--- config.mk ---
export PLATFORM = sky130hd
export DESIGN_NAME = stereo_mix_atten
export DESIGN_NICKNAME = d
export VERILOG_FILES = /design/src/rtl/smx_pkg.sv /design/src/rtl/smx_cfg_reg.sv /design/src/rtl/smx_chan_mix.sv /design/src/rtl/smx_atten.sv /design/src/rtl/stereo_mix_atten.sv
export SDC_FILE = /design/constraint.sdc
export NUM_CORES = 2
export LEC_CHECK = 0
export BUFFER_PORTS_ARGS = -buffer_cell sky130_fd_sc_hd__buf_2
export CORE_MARGIN = 2
export CORE_UTILIZATION = 45
export CTS_BUF_LIST = sky130_fd_sc_hd__clkbuf_8 sky130_fd_sc_hd__clkbuf_16
export CTS_CLUSTER_SIZE = 25
export DETAILED_ROUTE_END_ITERATION = 12
export SLEW_MARGIN = 10
export SYNTH_ARGS = -nofsm -noshare
export SYNTH_HDL_FRONTEND = slang
export SYNTH_HIERARCHICAL = 1
export SYNTH_SLANG_ARGS = --single-unit
--- constraint.sdc ---
create_clock -name clk -period 10.5 [get_ports clk]
set_input_delay 2.1 -clock clk [delete_from_list [all_inputs] [get_ports clk]]
set_output_delay 2.1 -clock clk [all_outputs]
set_load 0.1 [all_outputs]
--- src/rtl/smx_pkg.sv ---
package smx_pkg;
    localparam int SAMP_W    = 16;
    localparam int WORD_W    = 2 * SAMP_W;
    localparam int ATT_W     = 7;
    localparam int MUTE_CODE = 78;
    localparam int GAIN_FRAC = 15;
    localparam logic [WORD_W-1:0] CFG_RESET = 32'h0030_4E4E;

    // field positions inside the control word
    localparam int MSEL_LSB = 29;
    localparam int MONO_BIT = 28;
    localparam int SWAP_BIT = 19;
    localparam int ATTR_LSB = 8;
    localparam int ATTL_LSB = 0;

    typedef enum logic [1:0] {
        MONO_AVG     = 2'd0,
        MONO_SUM_SAT = 2'd1,
        MONO_LOW     = 2'd2,
        MONO_HIGH    = 2'd3
    } mono_sel_e;

    typedef struct packed {
        mono_sel_e        mono_sel;
        logic             mono_en;
        logic             swap;
        logic [ATT_W-1:0] att_r;
        logic [ATT_W-1:0] att_l;
    } mix_ctl_t;

    typedef logic [MUTE_CODE-1:0][SAMP_W-1:0] gain_tab_t;

    // 10^(-1/20) in 0.32 fixed point
    localparam logic [127:0] STEP_Q32 = 128'd3827893632;

    // gain[n] = round(32767 * 10^(-n/20)), built by repeated 1 dB steps
    function automatic gain_tab_t smx_gain_table();
        gain_tab_t    tab;
        logic [127:0] acc;
        acc = 128'd32767 << 32;
        for (int n = 0; n < MUTE_CODE; n++) begin
            tab[n] = SAMP_W'((acc + (128'd1 << 31)) >> 32);
            acc    = (acc * STEP_Q32) >> 32;
        end
        return tab;
    endfunction
endpackage

--- src/rtl/smx_cfg_reg.sv ---
module smx_cfg_reg
    import smx_pkg::*;
#(
    parameter int                 W     = WORD_W,
    parameter logic [WORD_W-1:0]  RESET = CFG_RESET
) (
    input  logic         clk,
    input  logic         rst_n,
    input  logic         we,
    input  logic         wp,
    input  logic [W-1:0] wdata,
    output logic [W-1:0] q,
    output mix_ctl_t     ctl
);
    always_ff @(posedge clk) begin
        if (!rst_n)          q <= W'(RESET);
        else if (we && !wp)  q <= wdata;
    end

    always_comb begin
        ctl.mono_sel = mono_sel_e'(q[MSEL_LSB +: 2]);
        ctl.mono_en  = q[MONO_BIT];
        ctl.swap     = q[SWAP_BIT];
        ctl.att_r    = q[ATTR_LSB +: ATT_W];
        ctl.att_l    = q[ATTL_LSB +: ATT_W];
    end
endmodule

--- src/rtl/smx_chan_mix.sv ---
module smx_chan_mix
    import smx_pkg::*;
#(
    parameter int SW = SAMP_W
) (
    input  logic [2*SW-1:0]  word,
    input  mix_ctl_t         ctl,
    output logic [SW-1:0]    left,
    output logic [SW-1:0]    right
);
    localparam logic signed [SW-1:0] S_MAX = {1'b0, {(SW-1){1'b1}}};
    localparam logic signed [SW-1:0] S_MIN = {1'b1, {(SW-1){1'b0}}};

    logic signed [SW-1:0] lo, hi, ch_l, ch_r, mono_val;
    logic signed [SW:0]   sum;

    always_comb begin
        lo   = word[SW-1:0];
        hi   = word[2*SW-1:SW];
        ch_l = ctl.swap ? hi : lo;
        ch_r = ctl.swap ? lo : hi;
        sum  = (SW+1)'(ch_l) + (SW+1)'(ch_r);

        unique case (ctl.mono_sel)
            MONO_AVG:     mono_val = sum[SW:1];
            MONO_SUM_SAT: begin
                if (sum[SW] != sum[SW-1]) mono_val = sum[SW] ? S_MIN : S_MAX;
                else                      mono_val = sum[SW-1:0];
            end
            MONO_LOW:     mono_val = lo;
            MONO_HIGH:    mono_val = hi;
        endcase

        left  = ctl.mono_en ? mono_val : ch_l;
        right = ctl.mono_en ? mono_val : ch_r;
    end
endmodule

--- src/rtl/smx_atten.sv ---
module smx_atten
    import smx_pkg::*;
#(
    parameter int SW   = SAMP_W,
    parameter int AW   = ATT_W,
    parameter int FRAC = GAIN_FRAC
) (
    input  logic [SW-1:0] sample,
    input  logic [AW-1:0] code,
    output logic [SW-1:0] result
);
    localparam int              PW   = 2 * SW + 2;
    localparam gain_tab_t       TAB  = smx_gain_table();
    localparam logic [PW-1:0]   HALF = PW'(1) << (FRAC - 1);

    logic                 muted;
    logic [AW-1:0]        idx;
    logic signed [SW-1:0] s_in;
    logic signed [PW-1:0] s_ext, g_ext, prod, rnd, shifted;

    always_comb begin
        muted   = (code >= AW'(MUTE_CODE));
        idx     = muted ? '0 : code;
        s_in    = sample;
        s_ext   = PW'(s_in);
        g_ext   = $signed({{(PW-SW){1'b0}}, TAB[idx]});
        prod    = s_ext * g_ext;
        rnd     = prod + $signed(HALF);
        shifted = rnd >>> FRAC;
        result  = muted ? '0 : shifted[SW-1:0];
    end
endmodule

--- src/rtl/stereo_mix_atten.sv ---
module stereo_mix_atten
    import smx_pkg::*;
(
    input  logic              clk,
    input  logic              rst_n,
    input  logic              cfg_we,
    input  logic [WORD_W-1:0] cfg_wdata,
    input  logic              wp_en,
    output logic [WORD_W-1:0] cfg_q,
    input  logic              in_valid,
    input  logic [WORD_W-1:0] in_word,
    output logic              out_valid,
    output logic [SAMP_W-1:0] out_left,
    output logic [SAMP_W-1:0] out_right
);
    localparam int NCH = 2;

    mix_ctl_t          ctl;
    logic [SAMP_W-1:0] mix_l, mix_r;

    smx_cfg_reg u_cfg (
        .clk(clk), .rst_n(rst_n), .we(cfg_we), .wp(wp_en),
        .wdata(cfg_wdata), .q(cfg_q), .ctl(ctl)
    );

    smx_chan_mix u_mix (
        .word(in_word), .ctl(ctl), .left(mix_l), .right(mix_r)
    );

    // stage one: mixed pair with the codes captured alongside
    logic                              s1_valid;
    logic [NCH-1:0][SAMP_W-1:0]        s1_samp;
    logic [NCH-1:0][ATT_W-1:0]         s1_code;
    logic [NCH-1:0][SAMP_W-1:0]        att_out;

    always_ff @(posedge clk) begin
        if (!rst_n) begin
            s1_valid <= 1'b0;
            s1_samp  <= '0;
            s1_code  <= '0;
        end else begin
            s1_valid <= in_valid;
            if (in_valid) begin
                s1_samp <= {mix_r, mix_l};
                s1_code <= {ctl.att_r, ctl.att_l};
            end
        end
    end

    for (genvar ch = 0; ch < NCH; ch++) begin : g_ch
        smx_atten u_att (
            .sample(s1_samp[ch]), .code(s1_code[ch]), .result(att_out[ch])
        );
    end

    // stage two: output register
    always_ff @(posedge clk) begin
        if (!rst_n) begin
            out_valid <= 1'b0;
            out_left  <= '0;
            out_right <= '0;
        end else begin
            out_valid <= s1_valid;
            if (s1_valid) begin
                out_left  <= att_out[0];
                out_right <= att_out[1];
            end
        end
    end
endmodule

==> results.json <==
{
  "clkTransAtPathRegs_ns": 0.10,
  "cts_max_level": 3,
  "grt_max_degree": 113,
  "fin_crit_sh_pct": 92.9,
  "fp.dieH_um": 246,
  "seq_area_frac_synth_pct": 8.50,
  "synth_area_um2": 26400,
  "drtIter0Drc": 1430,
  "overflow": 0,
  "vias": 22328,
  "timing.hold.ws_ns": 0.462,
  "clock-sinks": 112,
  "dieArea_um2": 60600,
  "cts-root-buf": "clkbuf_16",
  "min_delay_path_depth": 2,
  "pin_count": 134,
  "final_cell_mix": "inv_1 (509), fa_1 (361), nand2_1 (329)",
  "grt_pass1_vias": 23126,
  "min_from": "u_cfg/q[18]",
  "clockBufferDepth": 2,
  "start_util_pct": 45.6,
  "drv_cap": 0,
  "critical_path_class": "register to register",
  "rr_worst_depth": 35,
  "rr_endpoint": "out_right[14]",
  "worst_pin_slew_ns": 1.21,
  "timing.rr.start": "s1_code[11]",
  "design_power_total_mw": 5.23,
  "clock_latency_ns": 0.41,
  "synth-main-ff-cell": "dfxtp_1",
  "synth_mux_area_share_pct": 4.57,
  "layout_commonest_cell": "inv_1",
  "cp-end-kind": "register",
  "worst_slew_margin_rel_pct": 18.9,
  "synth_top_family_by_area": "adder cells",
  "min_to": "u_cfg/q[18]",
  "synth_fa_ha_area_share_pct": 39.8,
  "critPathSlowestCell": "or4_1",
  "io_buffers": 133,
  "yosysWarnings": 6,
  "cts_buffers": 9,
  "cts_setup_buffers": 0,
  "grt_usage_pct": 26.4,
  "syn_nets": 3878,
  "nNetsFinal": 3889,
  "synth_xor_area_share_pct": 1.16,
  "ys_types": 108,
  "drt-total-wl_um": 78700,
  "arrival_ns": 10.08,
  "synth_edf_count": 0,
  "dpl.hpwl_um": 61700,
  "grt_antenna_before_repair": 0,
  "min_path_type": "register to register",
  "powerDensity_nw_per_um2": 188,
  "cpMostUsedCell": "fa_1",
  "finalSetupViolations": 0,
  "ant_nets": 0,
  "worst_path_largest_cell_delay_ns": 0.71,
  "die_w_um": 246,
  "place.gp.congestion": 0.953,
  "min_period_ns": 9.75,
  "rows": 88,
  "p_leak_nw": 13.5,
  "synth-compound-area-share_pct": 14.8,
  "final_hold_viol_count": 0,
  "crit_path_start_kind": "register",
  "syn_avg_cell_area_um2": 8.28,
  "ir_worst_vdd_uv": 194,
  "postSynthCellCount": 3186,
  "final_max_slew_viol_count": 0,
  "fmax_mhz": 103,
  "outcome": "finished, final reports clean",
  "grt_pass1_wl_um": 126000,
  "rsz0062_at_grt": "false",
  "cp_max_fo": 17,
  "synthSimpleGateAreaFrac_pct": 20.1,
  "drive_gt1_share_pct": 8.74,
  "cts_tree": "yes",
  "drc_errors": 0,
  "diodes": 0,
  "setup_tns_ns": 0,
  "async_flop_share_pct": 0,
  "ys_ff_latch": 112,
  "syn_to_final_growth_pct": 5.53,
  "skew_ns": 0.0195,
  "fp.coreArea_um2": 57800,
  "ff2ff_setup_slack_ns": 0.75,
  "drt-pass1-iter-count": 6,
  "viasPerCell": 5.63,
  "cp.required_ns": 10.83,
  "wire_per_inst_um": 19.8,
  "final_util_pct": 48.2
}
## area by class of cell
type | instances | area, µm²
fill | 5624 | 30000
multi-input combinational | 2366 | 21300
sequential | 112 | 2240
inverter | 511 | 1930
timing repair buffer | 197 | 1160
tap | 765 | 957
clock buffer | 9 | 225
clock inverter | 7 | 68.8
## stage by stage
step | cells | instance area [µm²] | setup WS (ns)
after floorplan | 3186 | 26400 | 1.89
after global placement | 3951 | 27500 | 0.915
after detailed placement | 3951 | 27500 | 0.676
after CTS | 3967 | 27800 | 0.629
after global routing | 3967 | 27800 | 0.103
final | 3967 | 27800 | 0.746
## where the power goes
part           internal [mW]  switching (mW)
combinational           1.59            2.73
clock                  0.168           0.200
sequential             0.473          0.0717
## routing by layer
| metal | GRT usage [%] | up-vias | share of wire (%) |
|---|---|---|---|
| met4 | 7.75 | 0 | 2.5 |
| met2 | 45.5 | 659 | 49 |
| li1 | - | 10351 | - |
| met3 | 3.34 | 121 | 4.6 |
| met5 | 0 | - | 0 |
| met1 | 34.5 | 11197 | 44 |
## synth_stat cells (93+ instances only)
master / n / area share, %
nor2b_1: 139 / 3.3
inv_1: 508 / 7.2
mux2i_1: 117 / 4.4
and2_1: 228 / 5.4
ha_1: 262 / 12
a21oi_1: 148 / 2.8
nand2_1: 329 / 4.7
clkbuf_1: 130 / 1.8
dfxtp_1: 112 / 8.5
nor2_1: 125 / 1.8
fa_1: 361 / 27
o21ai_0: 93 / 1.8
## registers in the layout, indices dropped and copies added, names as in the netlist
signal     cells
out_left      16
out_right     16
out_valid      1
s1_code       14
s1_samp       32
s1_valid       1
u_cfg/q       32
## worst max path at each step
stage	from	endpoint	slack, ns	cells past startpoint
3_5_place_dp	s1_code[11]	out_right[14]	0.68	35
3_3_place_gp	s1_code[11]	out_right[15]	0.91	35
5_1_grt	s1_code[11]	out_right[14]	0.10	35
4_1_cts	s1_code[11]	out_right[14]	0.63	35
2_1_floorplan	s1_code[2]	out_left[15]	1.89	34
6_report	s1_code[11]	out_right[14]	0.75	35
## worst max-delay path, delay by kind of cell, from the launching register on
family	cells	cell delay [ns]
muxes	1	0.10
DFF	1	0.51
adders and majority gates	8	3.45
and+or+nand+nor	10	2.40
buffers and inverters	5	0.44
AOI/OAI and AO/OA	11	2.78
## logic make-up after synthesis
logic type	after synthesis
multiplexers	120
XOR/XNOR	35
AND/OR/NAND/NOR	1032
buffers and inverters	708
AO/OA/AOI/OAI	556
adder cells (fa/ha/maj)	623
flip-flops	112
## repair_timing
item | CTS | global route
setup endpoints to repair | 0 | 5
hold buffers | 0 | 0
gates resized for setup | 0 | 1
Power figures use the tool's default switching activity.
